[config.mk]
export PLATFORM = sky130hd
export DESIGN_NAME = bitband_xlate
export DESIGN_NICKNAME = d
export VERILOG_FILES = /design/src/rtl/bitband_pkg.sv /design/src/rtl/bb_window_decode.sv /design/src/rtl/bb_bit_pick.sv /design/src/rtl/bb_bit_insert.sv /design/src/rtl/bitband_xlate.sv
export SDC_FILE = /design/constraint.sdc
export NUM_CORES = 1
export LEC_CHECK = 0
export CORE_AREA = 4 4 132 159
export DETAILED_ROUTE_END_ITERATION = 8
export DIE_AREA = 0 0 136 163
export PLACE_DENSITY_LB_ADDON = 0.08
export SYNTH_ARGS = -nofsm -noshare
export SYNTH_HDL_FRONTEND = slang
export SYNTH_SLANG_ARGS = --single-unit
[constraint.sdc]
create_clock -name clk -period 2 [get_ports clk]
set_input_delay 0.4 -clock clk [delete_from_list [all_inputs] [get_ports clk]]
set_output_delay 0.4 -clock clk [all_outputs]
set_load 0.01 [all_outputs]
[src/rtl/bitband_pkg.sv]
package bitband_pkg;

  localparam int WORD_W = 32;
  localparam int IDX_W  = $clog2(WORD_W);

  typedef enum logic [1:0] {
    ST_IDLE,
    ST_ISSUE,
    ST_WAIT,
    ST_WRITE
  } xl_state_e;

endpackage

[src/rtl/bb_window_decode.sv]
module bb_window_decode
  import bitband_pkg::*;
#(
  parameter int                ADDR_W      = 32,
  parameter logic [ADDR_W-1:0] ALIAS_BASE  = 32'h4400_0000,
  parameter logic [ADDR_W-1:0] ALIAS_BYTES = 32'h0200_0000,
  parameter logic [ADDR_W-1:0] TARGET_BASE = 32'h4000_0000
) (
  input  logic [ADDR_W-3:0] word_addr,
  output logic              hit,
  output logic [ADDR_W-1:0] tgt_word_addr,
  output logic [IDX_W-1:0]  bit_idx
);

  localparam logic [ADDR_W-3:0] BASE_W = ALIAS_BASE[ADDR_W-1:2];
  localparam logic [ADDR_W-3:0] SPAN_W = ALIAS_BYTES[ADDR_W-1:2];

  logic [ADDR_W-3:0] rel;
  logic [ADDR_W-6:0] tword;

  // rel counts alias words; [2:0] bit in byte, [4:3] byte lane, above: target word
  always_comb begin
    rel           = word_addr - BASE_W;
    hit           = (word_addr >= BASE_W) && (rel < SPAN_W);
    tword         = rel[ADDR_W-3:5];
    tgt_word_addr = TARGET_BASE + {3'b000, tword, 2'b00};
    bit_idx       = rel[4:0];
  end

endmodule

[src/rtl/bb_bit_pick.sv]
module bb_bit_pick #(
  parameter int W  = 32,
  parameter int IW = $clog2(W)
) (
  input  logic [W-1:0]  word_i,
  input  logic [IW-1:0] idx,
  output logic          bit_o
);

  always_comb bit_o = word_i[idx];

endmodule

[src/rtl/bb_bit_insert.sv]
module bb_bit_insert #(
  parameter int W  = 32,
  parameter int IW = $clog2(W)
) (
  input  logic [W-1:0]  word_i,
  input  logic [IW-1:0] idx,
  input  logic          val,
  output logic [W-1:0]  word_o
);

  for (genvar i = 0; i < W; i++) begin : g_lane
    localparam logic [IW-1:0] POS = IW'(i);
    assign word_o[i] = (idx == POS) ? val : word_i[i];
  end

endmodule

[src/rtl/bitband_xlate.sv]
module bitband_xlate
  import bitband_pkg::*;
#(
  parameter int                ADDR_W      = 32,
  parameter logic [ADDR_W-1:0] ALIAS_BASE  = 32'h4400_0000,
  parameter logic [ADDR_W-1:0] ALIAS_BYTES = 32'h0200_0000,
  parameter logic [ADDR_W-1:0] TARGET_BASE = 32'h4000_0000
) (
  input  logic              clk,
  input  logic              rst_n,
  input  logic              req_valid,
  output logic              req_ready,
  input  logic              req_we,
  input  logic [ADDR_W-1:0] req_addr,
  input  logic [WORD_W-1:0] req_wdata,
  output logic              rsp_valid,
  output logic [WORD_W-1:0] rsp_rdata,
  output logic              tgt_valid,
  input  logic              tgt_ready,
  output logic              tgt_we,
  output logic [ADDR_W-1:0] tgt_addr,
  output logic [WORD_W-1:0] tgt_wdata,
  input  logic              tgt_rvalid,
  input  logic [WORD_W-1:0] tgt_rdata
);

  xl_state_e         state_q, state_d;
  logic              we_q, alias_q;
  logic [ADDR_W-1:0] addr_q;
  logic [WORD_W-1:0] data_q, rd_q;
  logic [IDX_W-1:0]  idx_q;

  logic              hit;
  logic [ADDR_W-1:0] dec_addr;
  logic [IDX_W-1:0]  dec_idx;
  logic              picked;
  logic [WORD_W-1:0] merged;
  logic              accept, rd_en, rmw;

  bb_window_decode #(
    .ADDR_W(ADDR_W), .ALIAS_BASE(ALIAS_BASE),
    .ALIAS_BYTES(ALIAS_BYTES), .TARGET_BASE(TARGET_BASE)
  ) u_dec (
    .word_addr(req_addr[ADDR_W-1:2]), .hit(hit),
    .tgt_word_addr(dec_addr), .bit_idx(dec_idx)
  );

  bb_bit_pick #(.W(WORD_W)) u_pick (
    .word_i(tgt_rdata), .idx(idx_q), .bit_o(picked)
  );

  bb_bit_insert #(.W(WORD_W)) u_ins (
    .word_i(rd_q), .idx(idx_q), .val(data_q[0]), .word_o(merged)
  );

  assign req_ready = (state_q == ST_IDLE);
  assign accept    = req_valid && req_ready;
  assign rd_en     = (state_q == ST_WAIT) && tgt_rvalid;
  assign rmw       = alias_q && we_q;

  assign tgt_valid = (state_q == ST_ISSUE) || (state_q == ST_WRITE);
  assign tgt_we    = (state_q == ST_WRITE) || ((state_q == ST_ISSUE) && we_q && !alias_q);
  assign tgt_addr  = addr_q;
  assign tgt_wdata = (state_q == ST_WRITE) ? merged : data_q;

  assign rsp_valid = rd_en && !rmw;
  assign rsp_rdata = alias_q ? {{(WORD_W-1){1'b0}}, picked} : tgt_rdata;

  // next-state
  always_comb begin
    state_d = state_q;
    case (state_q)
      ST_IDLE:  if (req_valid) state_d = ST_ISSUE;
      ST_ISSUE: if (tgt_ready) state_d = tgt_we ? ST_IDLE : ST_WAIT;
      ST_WAIT:  if (tgt_rvalid) state_d = rmw ? ST_WRITE : ST_IDLE;
      ST_WRITE: if (tgt_ready) state_d = ST_IDLE;
      default:  state_d = ST_IDLE;
    endcase
  end

  always_ff @(posedge clk or negedge rst_n) begin
    if (!rst_n) state_q <= ST_IDLE;
    else        state_q <= state_d;
  end

  // request capture, enabled on acceptance
  always_ff @(posedge clk or negedge rst_n) begin
    if (!rst_n) begin
      we_q    <= 1'b0;
      alias_q <= 1'b0;
      addr_q  <= '0;
      data_q  <= '0;
      idx_q   <= '0;
    end else if (accept) begin
      we_q    <= req_we;
      alias_q <= hit;
      addr_q  <= hit ? dec_addr : req_addr;
      data_q  <= hit ? {{(WORD_W-1){1'b0}}, req_wdata[0]} : req_wdata;
      idx_q   <= dec_idx;
    end
  end

  // target word capture for the merge step
  always_ff @(posedge clk or negedge rst_n) begin
    if (!rst_n)     rd_q <= '0;
    else if (rd_en) rd_q <= tgt_rdata;
  end

  assert_rmw_reads_first_R7: assert property (@(posedge clk) disable iff (!rst_n)
    (accept && hit && req_we) |=> (tgt_valid && !tgt_we));

  assert_rmw_write_follows_R7: assert property (@(posedge clk) disable iff (!rst_n)
    (rd_en && rmw) |=> (tgt_valid && tgt_we && $stable(tgt_addr)));

  assert_one_bit_changed_R6: assert property (@(posedge clk) disable iff (!rst_n)
    (state_q == ST_WRITE) |-> ($countones(tgt_wdata ^ rd_q) <= 1));

  assert_hold_stalled_R8: assert property (@(posedge clk) disable iff (!rst_n)
    (tgt_valid && !tgt_ready) |=>
      (tgt_valid && $stable(tgt_addr) && $stable(tgt_we) && $stable(tgt_wdata)));

  assert_zero_extend_R5: assert property (@(posedge clk) disable iff (!rst_n)
    (rsp_valid && alias_q) |-> (rsp_rdata[WORD_W-1:1] == '0));

  assert_pass_addr_R2: assert property (@(posedge clk) disable iff (!rst_n)
    (accept && !hit) |=> (tgt_valid && tgt_addr == $past(req_addr)));

endmodule

======== After elaboration in Yosys (flattened, before gate mapping) ========
Index checks and enable logic that the tools add are counted.
operators by class
  muxes and demuxes ....................... 45
  equal/unequal tests ..................... 38
  reduce and logical (&&, ||, !) cells .... 14
  order comparisons ....................... 3
  add/sub/neg operators ................... 2
operator list
  operator                                                                        number
  32-bit two-way mux                                                              4
  5-bit equality test, second input constant                                      16
  5-bit by 4-bit equality test with 1-bit output, second input constant           8
  1-bit two-way mux                                                               33
  31-bit by 27-bit adder with 32-bit output, first input constant                 1
  30-bit by 29-bit >= comparator with 1-bit output, second input constant         1
  30-bit by 24-bit less-than comparator with 1-bit output, second input constant  1
  30-bit by 29-bit subtractor with 30-bit output, second input constant           1
  5-bit by 3-bit equality test with 1-bit output, second input constant           4
  2-bit two-way mux                                                               6
  5-bit by 2-bit equality test with 1-bit output, second input constant           2
  2-bit inequality test, second input constant                                    4
  2-bit one-hot mux with 4 select lines                                           1
  1-bit logical AND                                                               7
  5-bit by 6-bit less-than comparator with 1-bit output, second input constant    1
  1-bit binary-select mux with 5-bit select                                       1
  5-bit by 1-bit equality test with 1-bit output, second input constant           1
  5-bit logical NOT                                                               1
  2-bit equality test, second input constant                                      2
  4-bit AND reduction                                                             1
  2-bit by 1-bit equality test with 1-bit output, second input constant           1
  1-bit logical NOT                                                               2
  2-bit logical NOT                                                               1
  1-bit logical OR                                                                2
storage, ports and cells
  register bits after elaboration ......... 105
  logic and storage cells ................. 109
  input port bits ......................... 102
  output and inout bits ................... 100

======== Depth between registers and ports, before layout ========
Gate-level depths: netlist of the first run.
  depth in word-level cells ............... 7
  depth in mapped cells ................... 9
  gate-level depth less buffers ........... 7

======== Hierarchy ========
A second synthesis of the first run with hierarchy kept.
unflattened totals
  cell total of the unflattened synthesis .. 623
  area total of the unflattened synthesis .. 6387.4 sq um
modules (own cells, without submodules)
  module            seq. area each (sq um)  cells an instance  area an instance (sq um)  instances
  bitband_xlate     2627.5                  450                5067.4                    1
  bb_bit_insert     0.0                     83                 619.3                     1
  bb_window_decode  0.0                     49                 375.4                     1
  bb_bit_pick       0.0                     41                 325.3                     1

======== Worst setup path after synthesis of the first run ========
No wires, ideal clock.
  kind .................................... flip-flop to output port
  start point ............................. register idx_q[0]
  end point ............................... output port rsp_rdata[0]
  buffers on the path ..................... 1
  path slack .............................. -0.009 ns
  arrival time ............................ 1.609 ns
  required time ........................... 1.600 ns
  stages on the path, launching flop included .. 6
  path through ............................ dfrtp_1 buf_2 mux4_2 mux2_2 nor4b_1 nor3_1
between the ends
  word-level cells in the longest chain between the ends .. 3
ends and longest elaborated chain
  element                                    RTL line             text
  start: declaration                         bitband_xlate.sv:31  logic [IDX_W-1:0] idx_q;
  start signal: assignment                   bitband_xlate.sv:99  idx_q <= dec_idx;
  1-bit binary-select mux with 5-bit select  bb_bit_pick.sv:10    always_comb bit_o = word_i[idx];
  1-bit two-way mux (implied by the code)    bb_bit_pick.sv:10
  32-bit two-way mux                         bitband_xlate.sv:67  assign rsp_rdata = alias_q ? {{(WORD_W-1){1'b0}}, picked} : tgt_rdata;
  end: declaration                           bitband_xlate.sv:17  output logic [WORD_W-1:0] rsp_rdata,
No other way between the ends. The select of a mux whose other input is x is not followed.

======== Worst setup path in the final report of the first run ========
Same ends and word-level chain as after synthesis.

==> impl_metrics.ini, run 1 <==
[layout]
design_area_um2 = 9750
nets = 1043
layout-drive-gt1-share_pct = 34.3
area_delta_synth_final_pct = 69.0
fillers = 1807
fin_cells = 1204
antenna_cells = 0

[detailed_routing]
wl_met2_um = 11000
via_per_inst = 4.88
wl_met1_um = 9420
drc = 0
antenna_left = 0
drtIter0Drc = 231
dr.pass1.iters = 5
wl_met3_um = 1540
drt_wl_total_um = 22300
top_layer = met5
wl_per_cell_um = 18.5
vias = 5874

[global_route]
grt_use_total_pct = 19.9
antenna_found_initial = 1
grt_start_max_net_pins = 43
grt_pass1_wl_um = 34500
first_global_vias = 6262
grt-ovfl-total = 0

[yosys]
syn-cell-area_um2 = 5770
ys_warn_count = 0
avgSynthCellArea_um2 = 8.87
ys_ff_latch = 105
synth_cells = 651
ys_seq_area_share_pct = 45.5
synth_nets = 756
synth_cell_types = 42

[floorplan]
io-pin-count = 202
dieArea_um2 = 22200
core_um2 = 19400
floorplan.die.width_um = 136
fp.dieH_um = 163
rows = 56
initial_utilization_pct = 29.7

[sta]
finalHoldWorstSlack_ps = 482
slew_headroom_pct = 69.9
setup_slack_ps = -499
skew_ps = 5.03
worst_pin_slew_ps = 451
hold_viol = 0
fmax_mhz = 400
grt_setup_unrepaired = true
setup_violations = 33
finalMaxSlewViolations = 0
period_share_pct = 125
min_period_ps = 2500

[placement]
dp.cells = 1148
gp_congestion = 0.864
dp_hpwl_um = 16300
placed_cell_area_um2 = 8680
io_buffers = 201

[critical_path]
cp.required_ps = 1600
start_kind = flip-flop
crit_slowest_cell = mux4_2
r2r-start = state_q[0]$_DFFE_PN0P_
startpoint = idx_q[0]$_DFFE_PN0P_
slowest_delay_ps = 520
crit_fanout = 5
critical_path.cell_chain = buf_12 > mux4_2 > mux2_4 > nor4b_4 > nor3_2 > buf_2
regToRegSetupSlack_ps = 370
reg2reg_depth = 4
crit-reg2reg-capture = rd_q[24]$_DFFE_PN0P_
crit_arrival_ps = 2100
crit_type = reg -> out
cp-end-kind = output pin

[status]
violations = setup timing
status = complete, but fails checks

[clocking]
htreeDepth = 3
clk_pin_slew_ps = 70
clock-sinks = 105
cts_tree = yes
clk_latency_ps = 350
cts_made_buffers = 9
clockRootBuffer = clkbuf_16
clock_path_buffers = 2

[hold_path]
hold_depth = 2
hp-start = tgt_addr[30]$_DFFE_PN0P_
min_to = tgt_addr[30]$_DFFE_PN0P_
min_path_type = reg -> reg

[run]
max-cap-violations = 0

[power]
p_per_area_nw_per_um2 = 1410
peakVddDrop_mv = 0.572
p_leak_uw = 0.00430
## state kept, by name, indices dropped and copies added, names as in the netlist
register,flops
alias_q,1
data_q,32
we_q,1
idx_q,5
rd_q,32
state_q,2
tgt_addr,32
## power by group
group	total [µW]	switching, µW	internal [µW]
Combinational	7930	3840	4090
Sequential	3870	705	3160
Clock	1980	815	1160
## worst max-delay path: cells and delay by family (launching register included)
family	cells	cell delay [ps]
buffers and inverters	2	290
DFF	1	390
and+or+nand+nor	2	270
muxes	2	810
## area by class of cell
cell class | instances | area (µm²) | share of cell area (%)
flip-flops and latches | 105 | 2630 | 27.0
inverters | 3 | 11.3 | 0.115
multi-input cells | 489 | 3370 | 34.5
repair buffers | 330 | 3090 | 31.6
clock inverters | 5 | 77.6 | 0.795
well taps | 261 | 327 | 3.35
clock buffers | 11 | 253 | 2.59
## synth_stat cells
| cell | instances | share of area [%] |
|---|---|---|
| nand2_1 | 157 | 10 |
| dfrtp_1 | 105 | 46 |
| o21ai_0 | 78 | 6.8 |
| nor2b_1 | 36 | 3.9 |
| clkbuf_1 | 35 | 2.3 |
| mux2_2 | 34 | 6.6 |
| nor2_1 | 33 | 2.1 |
| mux2i_1 | 30 | 5.2 |
| a21oi_1 | 28 | 2.4 |
| a31oi_1 | 17 | 1.8 |
| buf_2 | 15 | 1.3 |
| nor3_1 | 8 | 0.69 |
| a211oi_1 | 7 | 0.91 |
| a21o_1 | 7 | 0.91 |
| mux4_2 | 7 | 2.7 |
| nand2b_1 | 6 | 0.65 |
| nand3_1 | 4 | 0.35 |
| nand3b_1 | 4 | 0.52 |
| o211ai_1 | 4 | 0.52 |
| o21ai_1 | 4 | 0.35 |
| ha_1 | 3 | 0.65 |
| inv_1 | 3 | 0.20 |
| nand4_1 | 3 | 0.33 |
| o31ai_1 | 3 | 0.39 |
| buf_1 | 2 | 0.13 |
| nor3b_1 | 2 | 0.26 |
| and2_1 | 1 | 0.11 |
| and3_1 | 1 | 0.11 |
| and4bb_1 | 1 | 0.22 |
| buf_6 | 1 | 0.20 |
| clkbuf_2 | 1 | 0.087 |
| nand4b_1 | 1 | 0.15 |
| nor2_2 | 1 | 0.11 |
| nor3_2 | 1 | 0.17 |
| nor4_1 | 1 | 0.11 |
| nor4b_1 | 1 | 0.15 |
| o21a_1 | 1 | 0.13 |
| o22ai_1 | 1 | 0.11 |
| o311ai_1 | 1 | 0.15 |
| o31a_1 | 1 | 0.15 |
| or3_1 | 1 | 0.11 |
| xnor2_1 | 1 | 0.15 |
## layer usage
metal  up-vias  track usage, %
met5         -               0
met4         2            4.40
met3        21            5.25
met2       182            34.1
met1      2863            25.1
li1       2806               -
## cells in the final DEF, fill, tap and decap left out, types with 5 or more instances in the layout
cell type,count
buf_4,84
a21o_1,7
a211oi_2,7
buf_6,31
mux2i_1,21
mux2_2,32
nand2_1,144
nand2_2,9
o21ai_1,26
clkdlybuf4s50_1,131
dfrtp_1,100
clkbuf_16,9
a21oi_2,6
mux4_2,7
nor2_4,13
nor2b_1,32
dfrtp_2,5
o21ai_0,54
buf_8,5
a21oi_1,20
a31oi_1,17
nor3_4,5
mux2i_2,9
buf_2,41
dlygate4sd2_1,16
buf_12,15
nor2_1,19
## what timing repair did
action | 4_1_cts | 5_1_grt
endpoints found under the setup margin | 79 | 40
hold buffers | 1 | 0
resized for setup | 351 | 59
hold endpoints to repair | 21 | 0
setup buffers | 21 | 16
pin swaps | 33 | 36
gates cloned | 4 | 0
## cell families (layout without fill, tap and decap cells)
| family | Yosys count | in the layout | share of synthesized area (%) |
|---|---|---|---|
| muxes | 71 | 71 | 14.6 |
| buffers and inverters | 57 | 349 | 4.18 |
| xor gates and xnor gates | 1 | 1 | 0.152 |
| adders and majority gates | 3 | 3 | 0.650 |
| and+or+nand+nor | 262 | 262 | 20.3 |
| AOI/OAI and AO/OA | 152 | 152 | 14.7 |
| DFF | 105 | 105 | 45.5 |
## metrics by stage
| step | utilization (%) | setup TNS [ps] | total power [µW] | setup slack (ps) |
|---|---|---|---|---|
| 5_1_grt | 50.3 | -12310 | 14700 | -631 |
| 4_1_cts | 48.9 | -12320 | 13400 | -576 |
| 6_report | 50.3 | -9390 | 13800 | -499 |
| 2_1_floorplan | - | 0 | 6910 | 4.29 |
| 3_5_place_dp | 44.7 | -37260 | 10600 | -878 |
| 3_3_place_gp | 44.7 | -34710 | 10500 | -847 |
## how the worst max path moves through the flow
stage / cells past startpoint / slack [ps] / endpoint
floorplan: 6 / 4 / rsp_rdata[0]
global placement: 6 / -850 / rsp_rdata[0]
detailed placement: 6 / -880 / rsp_rdata[0]
CTS: 6 / -580 / rsp_rdata[0]
global route: 8 / -630 / rsp_rdata[0]
finish: 6 / -500 / rsp_rdata[0]
Power figures use the tool's default switching activity.
==> run 2: changes to the inputs <==
CTS_CLUSTER_SIZE = 8   (was not set)
SETUP_SLACK_MARGIN = 0.05   (was not set)
==> impl_metrics.ini, run 2 (synthesis gave the netlist of run 1 again) <==
[clocking]
clock-sinks = 105
clk_pin_slew_ps = 70
clockRootBuffer = clkbuf_16
cts_made_buffers = 9
cts_tree = yes
htreeDepth = 3
clk_latency_ps = 350
clock_path_buffers = 2

[power]
power.total_uw = 12800
p_per_area_nw_per_um2 = 1360
peakVddDrop_mv = 0.515
p_leak_uw = 0.00415

[global_route]
grt_start_max_net_pins = 44
grt_use_total_pct = 18.7
grt_pass1_wl_um = 32600
antenna_found_initial = 1
grt-ovfl-total = 0
first_global_vias = 5970

[detailed_routing]
vias = 5737
via_per_inst = 4.82
wl_per_cell_um = 17.9
drc = 0
drt_wl_total_um = 21300
dr.pass1.iters = 4
drtIter0Drc = 285
antenna_left = 0

[status]
status = complete, but fails checks
violations = setup timing

[sta]
grt_setup_unrepaired = true
setup_violations = 33
setup_slack_ps = -557
finalMaxSlewViolations = 0
skew_ps = 5.09
finalHoldWorstSlack_ps = 378
worst_pin_slew_ps = 445
hold_viol = 0
period_share_pct = 128
min_period_ps = 2560
slew_headroom_pct = 70.3
fmax_mhz = 391
tns_ps = -9910

[critical_path]
reg2reg_depth = 5
crit_buf_inv = 4
critical_path.cell_chain = buf_12 > buf_12 > buf_4 > mux4_2 > mux2i_1 > nand4_1 > nand2_2 > nor3_2 > buf_2
crit_family = buffers and inverters
crit_arrival_ps = 2160
crit-reg2reg-capture = rd_q[15]$_DFFE_PN0P_
crit_type = reg -> out
crit_slowest_cell = dfrtp_1
crit_fanout = 9
start_kind = flip-flop
cp-end-kind = output pin
regToRegSetupSlack_ps = 270
cp.required_ps = 1600
slowest_delay_ps = 410
critPathMostFrequentCell = buf_12
r2r-start = state_q[0]$_DFFE_PN0P_

[placement]
dp_hpwl_um = 15500
gp_congestion = 0.846
io_buffers = 201
placed_cell_area_um2 = 8720

[floorplan]
rows = 56
fp.dieH_um = 163
dieArea_um2 = 22200
initial_utilization_pct = 29.7
core_um2 = 19400
io-pin-count = 202
floorplan.die.width_um = 136

[layout]
design_area_um2 = 9420
final_cell_mix = 149 x nand2_1, 130 x clkdlybuf4s50_1, 102 x dfrtp_1, 87 x buf_4, 55 x o21ai_0
antenna_cells = 0
area_delta_synth_final_pct = 63.1
layout_commonest_cell = nand2_1
nets = 1031
fillers = 1866
layout-drive-gt1-share_pct = 29.1

[hold_path]
min_path_type = in -> reg
hp-start = req_addr[28]
min_to = tgt_addr[28]$_DFFE_PN0P_
hold_depth = 3

[run]
max-cap-violations = 0
-- run 2: through the flow --
step           worst slack (ps)  util (%)  cells
6_report                   -557      48.5   1191
5_1_grt                    -633      48.5   1191
4_1_cts                    -577      47.6   1175
3_5_place_dp               -815      45.0   1143
3_3_place_gp               -833      45.0   1143
2_1_floorplan              56.9         -    651
-- run 2: layer usage --
metal	vias up	global-route usage, %	part of all wire (%)
li1	2778	-	-
met1	2782	24.1	44
met2	160	31.3	49
met3	15	5.41	6.4
met4	2	4.17	1.1
met5	-	0	0.061
-- run 2: layout make-up --
cell class / instances / area (µm²) / area share [%]
Multi-Input combinational cell: 489 / 3230 / 34.3
Sequential cell: 105 / 2630 / 27.9
Clock inverter: 4 / 27.5 / 0.292
Timing Repair Buffer: 318 / 2950 / 31.4
Inverter: 3 / 11.3 / 0.120
Clock buffer: 11 / 243 / 2.58
Tap cell: 261 / 327 / 3.47
-- run 2: how the worst max path moves through the flow --
stage | end | start | depth (start not counted)
after floorplan | rsp_rdata[0] | idx_q[0]$_DFFE_PN0P_ | 5
after global placement | rsp_rdata[0] | tgt_rdata[5] | 6
after detailed placement | rsp_rdata[0] | tgt_rdata[5] | 6
after CTS | rsp_rdata[0] | idx_q[0]$_DFFE_PN0P_ | 6
after global routing | rsp_rdata[0] | idx_q[1]$_DFFE_PN0P_ | 9
final | rsp_rdata[0] | idx_q[1]$_DFFE_PN0P_ | 9
-- run 2: where the power goes --
| part | internal [µW] | total [µW] | switching (µW) |
|---|---|---|---|
| Sequential | 3160 | 3840 | 685 |
| Clock | 879 | 1710 | 827 |
| Combinational | 3700 | 7290 | 3590 |
| Total | 7740 | 12800 | 5100 |
-- run 2: worst reg2reg max path: cells and delay by family, from the launching register on --
family                 cells  cell delay (ps)
multiplexers               1              410
flip-flops                 1              360
buffers and inverters      3              690
AND/OR/NAND/NOR            1              160
-- run 2: what timing repair did --
action,in CTS,in global routing
setup buffers,14,15
pin swaps,19,16
resized for setup,217,81
endpoints found under the hold margin,15,0
gates cloned,2,1
endpoints found under the setup margin,120,87
hold buffers,1,0
==> run 3: changes to the inputs <==
clock period = 3 ns   (was 2 ns; I/O delays follow)
==> impl_metrics.ini, run 3 (synthesis gave the netlist of run 1 again) <==
[layout]
fillers = 1902
nets = 987
final_cell_mix = 190 x clkdlybuf4s50_1, 155 x nand2_1, 100 x dfrtp_1, 71 x o21ai_0, 69 x buf_4
design_area_um2 = 8880
multi_input_area_um2 = 2990
layout_commonest_cell = clkdlybuf4s50_1
antenna_cells = 0
register_area_um2 = 2630
area_delta_synth_final_pct = 53.8
layout-drive-gt1-share_pct = 17.7

[critical_path]
cp-end-kind = output pin
startpoint = idx_q[2]$_DFFE_PN0P_
crit_fanout = 12
r2r-start = state_q[1]$_DFFE_PN0P_
start_kind = flip-flop
crit_type = reg -> out
cp.required_ps = 2400
crit_arrival_ps = 2260

[sta]
setup_slack_ps = 140
fmax_mhz = 350
setup_violations = 0
slew_headroom_pct = 58.8
hold_viol = 0
skew_ps = 8.75
period_share_pct = 95.3
finalMaxSlewViolations = 0
grt_setup_unrepaired = true
worst_pin_slew_ps = 619
min_period_ps = 2860

[global_route]
grt_start_max_net_pins = 46
grt-ovfl-total = 0
first_global_vias = 5697
grt_use_total_pct = 18.0
antenna_found_initial = 2
grt_pass1_wl_um = 31200

[floorplan]
dieArea_um2 = 22200
initial_utilization_pct = 29.7
floorplan.die.width_um = 136
rows = 56
io-pin-count = 202
fp.dieH_um = 163
core_um2 = 19400

[detailed_routing]
drt_wl_total_um = 20300
drtIter0Drc = 259
via_per_inst = 4.77
vias = 5476
antenna_left = 0
drc = 0
dr.pass1.iters = 4
wl_per_cell_um = 17.7

[placement]
placed_cell_area_um2 = 8380
gp_congestion = 0.818
dp_hpwl_um = 15200
io_buffers = 201
dp_slack_ps = -244

[clocking]
htreeDepth = 3
clock-sinks = 105
clk_latency_ps = 350
cts_made_buffers = 9
clk_pin_slew_ps = 70
clock_path_buffers = 2
cts_tree = yes
clockRootBuffer = clkbuf_16

[power]
p_per_area_nw_per_um2 = 913
peakVddDrop_mv = 0.327
p_leak_uw = 0.00385

[hold_path]
min_path_type = in -> async

[run]
max-cap-violations = 0

[status]
status = finished, final reports clean
## run 3: cell count changes in the layout (fill, tap and decap cells not counted), moves of 8 or more
cell             delta
nor2_1              +8
buf_12             -13
buf_6              -13
o21ai_1            -15
o21ai_0            +16
clkdlybuf4s50_1    +60
buf_4              -18
dlygate4sd2_1      -27
buf_2              -22
clkbuf_2           -12
nor2_4             -10
## run 3: cell type report
| cell class | instances | share of cell area [%] |
|---|---|---|
| Multi-Input combinational cell | 489 | 33.7 |
| Sequential cell | 105 | 29.7 |
| Timing Repair Buffer | 274 | 29.5 |
| Tap cell | 261 | 3.68 |
| Clock buffer | 12 | 2.78 |
| Clock inverter | 4 | 0.592 |
| Inverter | 3 | 0.127 |
## run 3: layer usage
| metal | up-vias | GRT usage, % | wire length (µm) |
|---|---|---|---|
| li1 | 2694 | - | - |
| met3 | 25 | 5.13 | 1580 |
| met4 | 4 | 5.64 | 336 |
| met2 | 162 | 29.9 | 9690 |
| met5 | - | 0 | 21 |
| met1 | 2591 | 22.6 | 8710 |
## run 3: per-stage QoR
stage	TNS, ps	utilization (%)	hold WS (ps)	power, µW	std cells
6_report	0	45.8	246	8110	1148
4_1_cts	0	45.1	259	8110	1141
2_1_floorplan	0	-	304	4600	651
5_1_grt	-8.07	45.8	275	8700	1148
3_5_place_dp	-244	43.2	472	6750	1119
3_3_place_gp	-255	43.2	461	6730	1119
## run 3: worst max-delay path, cell delays in order, from the launching register on
cell and delay, ps:
dfrtp_2 520, nor2b_1 200, nand2_1 150, nor2_1 140
mux2i_1 120, o21ai_1 210, clkdlybuf4s50_1 560
## run 3: path summary, 6_finish.rpt
kind | endpoint | slack, ps | cells past startpoint
max in group asynchronous | tgt_addr[28]$_DFFE_PN0P_ | 2060 | 2
max reg2reg | tgt_addr[22]$_DFFE_PN0P_ | 1250 | 5
max | tgt_wdata[26] | 140 | 6
min in group clk | data_q[11]$_DFFE_PN0P_ | 490 | 2
min reg2reg | data_q[11]$_DFFE_PN0P_ | 490 | 2
min | rd_q[4]$_DFFE_PN0P_ | 250 | 1
## run 3: power by group
| group | internal (µW) | leakage (µW) | switching, µW |
|---|---|---|---|
| Clock | 674 | 0.000147 | 550 |
| Combinational | 2240 | 0.00244 | 2030 |
| Sequential | 2110 | 0.00126 | 503 |
## run 3: repair_timing
item,in CTS,in global routing
setup buffers,6,7
resized for setup,16,29
hold buffers,0,0
pin swaps,0,4
endpoints found under the setup margin,33,28
